**src/rtl/act_mon_pkg.sv**
```systemverilog
package act_mon_pkg;
  localparam logic [7:0] OFF_CTRL   = 8'h00;
  localparam logic [7:0] OFF_WM_HI  = 8'h04;
  localparam logic [7:0] OFF_WM_LO  = 8'h08;
  localparam logic [7:0] OFF_SEED   = 8'h0C;
  localparam logic [7:0] OFF_AV_HI  = 8'h10;
  localparam logic [7:0] OFF_AV_LO  = 8'h14;
  localparam logic [7:0] OFF_WEIGHT = 8'h18;
  localparam logic [7:0] OFF_AVG    = 8'h20;
  localparam logic [7:0] OFF_STATUS = 8'h24;
  localparam logic [7:0] OFF_PERIOD = 8'h40;

  localparam int B_EN      = 31;
  localparam int B_RUN_UP  = 30;
  localparam int B_RUN_DN  = 29;
  localparam int F_UP_N    = 26;
  localparam int F_DN_N    = 23;
  localparam int B_AVG_UP  = 21;
  localparam int B_AVG_DN  = 20;
  localparam int B_PERIOD  = 18;
  localparam int F_K       = 10;
  localparam int RUN_W     = 3;
  localparam int K_W       = 3;
  localparam logic [31:0] CTRL_MASK = 32'hFFB4_1C00;
endpackage

```
**src/rtl/act_period_gen.sv**
```systemverilog
module act_period_gen #(
  parameter int PW = 8
) (
  input  logic          clk_i,
  input  logic          rst_ni,
  input  logic          run_i,
  input  logic          ms_tick_i,
  input  logic [PW-1:0] period_i,
  output logic          close_o
);
  logic [PW-1:0] cnt_q;
  logic          last;

  // >= so a period lowered mid-count still wraps promptly
  assign last    = (cnt_q >= period_i);
  assign close_o = run_i & ms_tick_i & last;

  always_ff @(posedge clk_i or negedge rst_ni) begin
    if (!rst_ni)             cnt_q <= '0;
    else if (!run_i)         cnt_q <= '0;
    else if (ms_tick_i)      cnt_q <= last ? '0 : cnt_q + 1'b1;
  end
endmodule

```
**src/rtl/act_accum_avg.sv**
```systemverilog
module act_accum_avg #(
  parameter int DW  = 32,
  parameter int K_W = 3
) (
  input  logic           clk_i,
  input  logic           rst_ni,
  input  logic           clear_i,
  input  logic           evt_i,
  input  logic [DW-1:0]  weight_i,
  input  logic           close_i,
  input  logic [K_W-1:0] k_i,
  input  logic           seed_we_i,
  input  logic [DW-1:0]  seed_i,
  output logic [DW-1:0]  sample_o,
  output logic [DW-1:0]  avg_o,
  output logic [DW-1:0]  avg_nx_o
);
  logic [DW-1:0]        acc_q, avg_q;
  logic [DW:0]          acc_sum;
  logic [DW-1:0]        acc_sat;
  logic signed [DW+1:0] diff, step, upd;
  logic [K_W:0]         shamt;

  assign acc_sum = {1'b0, acc_q} + {1'b0, weight_i};
  assign acc_sat = acc_sum[DW] ? '1 : acc_sum[DW-1:0];

  assign shamt = {1'b0, k_i} + 1'b1;
  assign diff  = $signed({2'b00, acc_q}) - $signed({2'b00, avg_q});
  assign step  = diff >>> shamt;
  assign upd   = $signed({2'b00, avg_q}) + step;

  assign sample_o = acc_q;
  assign avg_o    = avg_q;
  assign avg_nx_o = upd[DW-1:0];

  always_ff @(posedge clk_i or negedge rst_ni) begin
    if (!rst_ni)      acc_q <= '0;
    else if (clear_i) acc_q <= '0;
    else if (close_i) acc_q <= evt_i ? weight_i : '0;
    else if (evt_i)   acc_q <= acc_sat;
  end

  always_ff @(posedge clk_i or negedge rst_ni) begin
    if (!rst_ni)        avg_q <= '0;
    else if (seed_we_i) avg_q <= seed_i;
    else if (close_i)   avg_q <= avg_nx_o;
  end
endmodule

```
**src/rtl/act_run_cnt.sv**
```systemverilog
module act_run_cnt #(
  parameter int RW = 3
) (
  input  logic          clk_i,
  input  logic          rst_ni,
  input  logic          clear_i,
  input  logic          close_i,
  input  logic          breach_i,
  input  logic [RW-1:0] run_i,
  output logic          fire_o
);
  logic [RW-1:0] cnt_q;
  logic          hit;

  assign hit    = (cnt_q >= run_i);
  assign fire_o = close_i & breach_i & hit;

  always_ff @(posedge clk_i or negedge rst_ni) begin
    if (!rst_ni)       cnt_q <= '0;
    else if (clear_i)  cnt_q <= '0;
    else if (close_i)  cnt_q <= (breach_i && !hit) ? cnt_q + 1'b1 : '0;
  end
endmodule

```
**src/rtl/act_mon.sv**
```systemverilog
module act_mon
  import act_mon_pkg::*;
#(
  parameter int DW = 32,
  parameter int PW = 8,
  parameter int AW = 7
) (
  input  logic          clk_i,
  input  logic          rst_ni,
  input  logic          reg_we_i,
  input  logic [AW-1:0] reg_addr_i,
  input  logic [31:0]   reg_wdata_i,
  output logic [31:0]   reg_rdata_o,
  input  logic          evt_i,
  input  logic          ms_tick_i,
  output logic          irq_o
);
  localparam int NDIR = 2;

  logic [31:0]   ctrl_q;
  logic [DW-1:0] wm_hi_q, wm_lo_q, av_hi_q, av_lo_q, weight_q;
  logic [PW-1:0] period_q;
  logic [3:0]    status_q, st_set, st_clr, st_en;

  logic en, close, seed_we;
  logic [DW-1:0] sample, avg, avg_nx;
  logic [NDIR-1:0] breach, fire;
  logic [NDIR-1:0][RUN_W-1:0] run_n;

  function automatic logic sel(input logic [AW-1:0] a, input logic [7:0] off);
    return a == AW'(off);
  endfunction

  assign en      = ctrl_q[B_EN];
  assign seed_we = reg_we_i & sel(reg_addr_i, OFF_SEED);

  always_ff @(posedge clk_i or negedge rst_ni) begin
    if (!rst_ni) begin
      ctrl_q   <= '0;
      wm_hi_q  <= '0;
      wm_lo_q  <= '0;
      av_hi_q  <= '0;
      av_lo_q  <= '0;
      weight_q <= '0;
      period_q <= '0;
    end else if (reg_we_i) begin
      if (sel(reg_addr_i, OFF_CTRL))   ctrl_q   <= reg_wdata_i & CTRL_MASK;
      if (sel(reg_addr_i, OFF_WM_HI))  wm_hi_q  <= reg_wdata_i[DW-1:0];
      if (sel(reg_addr_i, OFF_WM_LO))  wm_lo_q  <= reg_wdata_i[DW-1:0];
      if (sel(reg_addr_i, OFF_AV_HI))  av_hi_q  <= reg_wdata_i[DW-1:0];
      if (sel(reg_addr_i, OFF_AV_LO))  av_lo_q  <= reg_wdata_i[DW-1:0];
      if (sel(reg_addr_i, OFF_WEIGHT)) weight_q <= reg_wdata_i[DW-1:0];
      if (sel(reg_addr_i, OFF_PERIOD)) period_q <= reg_wdata_i[PW-1:0];
    end
  end

  act_period_gen #(.PW(PW)) u_period (
    .clk_i     (clk_i),
    .rst_ni    (rst_ni),
    .run_i     (en & ctrl_q[B_PERIOD]),
    .ms_tick_i (ms_tick_i),
    .period_i  (period_q),
    .close_o   (close)
  );

  act_accum_avg #(.DW(DW), .K_W(K_W)) u_avg (
    .clk_i     (clk_i),
    .rst_ni    (rst_ni),
    .clear_i   (!en),
    .evt_i     (evt_i),
    .weight_i  (weight_q),
    .close_i   (close),
    .k_i       (ctrl_q[F_K +: K_W]),
    .seed_we_i (seed_we),
    .seed_i    (reg_wdata_i[DW-1:0]),
    .sample_o  (sample),
    .avg_o     (avg),
    .avg_nx_o  (avg_nx)
  );

  assign breach[0] = sample > wm_hi_q;
  assign breach[1] = sample < wm_lo_q;
  assign run_n[0]  = ctrl_q[F_UP_N +: RUN_W];
  assign run_n[1]  = ctrl_q[F_DN_N +: RUN_W];

  for (genvar g = 0; g < NDIR; g++) begin : g_run
    act_run_cnt #(.RW(RUN_W)) u_run (
      .clk_i    (clk_i),
      .rst_ni   (rst_ni),
      .clear_i  (!en),
      .close_i  (close),
      .breach_i (breach[g]),
      .run_i    (run_n[g]),
      .fire_o   (fire[g])
    );
  end

  assign st_en  = {ctrl_q[B_RUN_UP], ctrl_q[B_RUN_DN], ctrl_q[B_AVG_UP], ctrl_q[B_AVG_DN]};
  assign st_set = {fire[0], fire[1], close & (avg_nx > av_hi_q), close & (avg_nx < av_lo_q)} & st_en;
  assign st_clr = (reg_we_i && sel(reg_addr_i, OFF_STATUS)) ? reg_wdata_i[31:28] : 4'b0;

  always_ff @(posedge clk_i or negedge rst_ni) begin
    if (!rst_ni) status_q <= '0;
    else         status_q <= (status_q & ~st_clr) | st_set;
  end

  assign irq_o = en & |(status_q & st_en);

  always_comb begin
    reg_rdata_o = '0;
    if (sel(reg_addr_i, OFF_CTRL))   reg_rdata_o = ctrl_q;
    if (sel(reg_addr_i, OFF_WM_HI))  reg_rdata_o = 32'(wm_hi_q);
    if (sel(reg_addr_i, OFF_WM_LO))  reg_rdata_o = 32'(wm_lo_q);
    if (sel(reg_addr_i, OFF_SEED))   reg_rdata_o = 32'(avg);
    if (sel(reg_addr_i, OFF_AV_HI))  reg_rdata_o = 32'(av_hi_q);
    if (sel(reg_addr_i, OFF_AV_LO))  reg_rdata_o = 32'(av_lo_q);
    if (sel(reg_addr_i, OFF_WEIGHT)) reg_rdata_o = 32'(weight_q);
    if (sel(reg_addr_i, OFF_AVG))    reg_rdata_o = 32'(avg);
    if (sel(reg_addr_i, OFF_STATUS)) reg_rdata_o = {status_q, 28'b0};
    if (sel(reg_addr_i, OFF_PERIOD)) reg_rdata_o = 32'(period_q);
  end
endmodule

```
**config.mk**
```make
export PLATFORM = sky130hd
export DESIGN_NAME = act_mon
export DESIGN_NICKNAME = d
export VERILOG_FILES = /design/src/rtl/act_mon_pkg.sv /design/src/rtl/act_period_gen.sv /design/src/rtl/act_accum_avg.sv /design/src/rtl/act_run_cnt.sv /design/src/rtl/act_mon.sv
export SDC_FILE = /design/constraint.sdc
export NUM_CORES = 1
export LEC_CHECK = 0
export ABC_AREA = 1
export BUFFER_PORTS_ARGS = -buffer_cell sky130_fd_sc_hd__buf_2
export CORE_UTILIZATION = 37
export CTS_CLUSTER_DIAMETER = 100
export CTS_CLUSTER_SIZE = 25
export DETAILED_ROUTE_END_ITERATION = 16
export GPL_TIMING_DRIVEN = 0
export PLACE_DENSITY = 0.52
export SLEW_MARGIN = 30
export SYNTH_ARGS = -nofsm -noshare
export SYNTH_HDL_FRONTEND = slang
export SYNTH_SLANG_ARGS = --single-unit
```
**constraint.sdc**
```tcl
create_clock -name clk_i -period 7.65 [get_ports clk_i]
set_input_delay 1.1475 -clock clk_i [delete_from_list [all_inputs] [get_ports clk_i]]
set_output_delay 1.1475 -clock clk_i [all_outputs]
set_load 0.02 [all_outputs]
```
==> impl_metrics.yaml <==
clock_tree:
  post_cts_buffers: 0
  cts_buffers: 14
  cts_tree: "yes"
  cts_root_buf: "clkbuf_16"
  insertion_delay_ns: 0.53
  clock-sinks: 265
  path_clk_slew_ns: 0.10
  cts_hold_buffers: 0
  clock_path_buffers: 3
  cts_resized: 0
  ctsHtreeMaxLevel: 1
critical_path:
  criticalPathCategory: "reg -> reg"
  r2r-end: "status_q[1]"
  reg2reg_setup_slack_ns: 0.73
  r2r-start: "u_avg.sample_o[0]"
  end_kind: "flip-flop"
  crit_required_ns: 8.03
  critPathMaxFanout: 4
  r2r_cells: 35
  cp-start-kind: "flip-flop"
  max_stage_delay_ns: 0.44
  arrival_ns: 7.30
  crit_slowest_cell: "dfrtp_1"
  crit_path_frequent_cell: "nand2_1"
worst_hold_path:
  whs_endpoint: "period_q[7]"
  min_path_type: "reg -> reg"
  hold_depth: 2
  hold_start: "period_q[7]"
cells_and_area:
  num_antenna_cells: 0
  finalNetCount: 3460
  drive_above_1_share: 0.0589
  fillers: 6329
  area_delta_synth_final_pct: 8.59
placement:
  gp_congestion: 0.999
  portBuffers: 75
  place_hpwl_um: 77000
grt:
  grt_max_degree: 85
  grt_pass1_vias: 21800
  grt_use_total: 0.303
  antenna_found_initial: 3
  gr-total-overflow: 0
  grt_pass1_wl_um: 137000
timing:
  finalSetupTns_ns: 0
  fmax_mhz: 144
  rsz0062_at_grt: "no"
  skew_ns: 0.0212
  slew_headroom: 0.385
  fin_crit_sh: 0.905
  fin_crit_ns: 6.92
  slew_viol_final: 0
  finalSetupViolCount: 0
  final_hold_viol_count: 0
  worst_pin_slew_ns: 0.922
routing:
  routed_via_density: 5.66
  ant_nets: 0
  num_vias: 22300
  drt_wl_total_um: 91600
  drt-pass1-iter-count: 7
  drtIter0Drc: 2105
  wl_per_cell_um: 23.2
  drc: 0
yosys:
  yosys.area.top_type: "dfrtp_1"
  synthDominantCellAreaShare: 0.301
  syn-instance-count: 3080
  synth_edf_count: 0
  syn-num-nets: 3366
  synth_common_cells: "nand2_1 (722), inv_1 (397), o21ai_0 (335)"
  syn_avg_cell_area_um2: 7.14
  synth-seq-cells: 265
  ys_async_sr_fraction: 1.00
  syn-cell-area_um2: 22000
  synth_area_leaders: "dfrtp_1 (30%), ha_1 (14%), nand2_1 (12%), o21ai_0 (7.6%), inv_1 (6.8%)"
  yosysMostFrequentCell: "nand2_1"
  synth.yosys.seq_area_share: 0.301
  synth_cell_types: 58
  ys.flop_type: "dfrtp_1"
  yosysWarnings: 0
job:
  max_cap_viol_count: 0
floorplan:
  die_x_um: 246
  design.portCount: 77
  initial_core_util: 0.374
  core_um2: 58900
  die-area_um2: 60500
  num_rows: 89
  die_h_um: 246
power_and_ir_drop:
  powerDensity_nw_per_um2: 261
  total_leakage_power_nw: 11.5
  irDropWorstVdd_v: 0.000125
  total_power_mw: 6.23
run_status:
  status: "finished clean"
-- final cells by class --
type                    count  area (µm²)  area share
inverters                 411        1540      0.0646
clock buffers              16         389      0.0163
multi-input cells        2304       13400       0.562
repair buffers             78         468      0.0196
plain buffers             100         402      0.0168
flip-flops and latches    265        6630       0.278
clock inverters             2        60.1     0.00251
well taps                 773         967      0.0405
-- cell families after synthesis --
group           after synthesis  synth area share
compound gates              800             0.213
xor+xnor                     82            0.0330
fa+ha+maj                   242             0.139
buf+inv                     511            0.0884
flops                       265             0.301
mux                           2          0.000910
simple gates               1178             0.224
-- layout by cell type, fill, tap and decap left out, types with 11 or more instances in the layout --
cell	count
a21oi_1	199
a21oi_2	11
buf_2	92
clkbuf_1	73
clkbuf_16	15
dfrtp_1	265
ha_1	239
inv_1	397
inv_2	13
nand2_1	722
nand2_2	12
nand3_1	165
nand4_1	25
nor2_1	174
nor3_1	37
o2111ai_1	32
o211ai_1	29
o21ai_0	335
o21ai_1	40
o21bai_1	17
o221ai_1	48
o22ai_1	30
xnor2_1	27
xor2_1	54
-- worst max-delay path: cells and delay by family, from the launching register on --
family	cells	cell delay [ns]
AO/OA/AOI/OAI	7	1.19
XOR/XNOR	2	0.46
adder cells (fa/ha/maj)	4	1.26
buffers and inverters	3	0.42
flip-flops	1	0.44
multiplexers	1	0.30
AND/OR/NAND/NOR	18	2.71
-- routing by layer --
metal  share of wire  global-route usage
met5               0                   0
met4           0.027              0.0853
met3           0.054              0.0226
met2            0.46               0.499
met1            0.46               0.423
-- worst max-delay path by stage --
stage	end	depth (start not counted)	start	slack [ns]
final	status_q[1]	35	u_avg.sample_o[0]	0.73
after global routing	status_q[1]	35	u_avg.sample_o[0]	0.25
after CTS	status_q[1]	35	u_avg.sample_o[0]	0.76
after detailed placement	status_q[1]	35	u_avg.sample_o[0]	0.80
after global placement	u_period.cnt_q[6]	1	rst_ni	0.43
after floorplan	status_q[0]	41	u_avg.sample_o[0]	2.68
-- flip-flops by register name (all words and copies together) (netlist names) --
register and cells:
av_hi_q 32, u_period.cnt_q 8, u_avg.avg_o 32, status_q 4
wm_hi_q 32, wm_lo_q 32, av_lo_q 32, ctrl_q 15
period_q 8, g_run.u_run.cnt_q 6, u_avg.sample_o 32, weight_q 32
-- report_power, final --
| part | total [mW] | switching (mW) | internal (mW) |
|---|---|---|---|
| combinational | 3.65 | 2.41 | 1.24 |
| clock | 0.924 | 0.490 | 0.434 |
| sequential | 1.66 | 0.144 | 1.52 |
-- through the flow --
step	worst slack (ns)	area [µm²]	utilization	std cells	hold WS [ns]
after floorplan	2.68	22000	-	3080	0.453
after global placement	0.426	23300	0.396	3928	0.467
after detailed placement	0.802	23400	0.398	3931	0.473
after CTS	0.759	23900	0.406	3949	0.497
after global routing	0.254	23900	0.406	3949	0.515
final	0.727	23900	0.406	3949	0.495
Power figures use the tool's default switching activity.
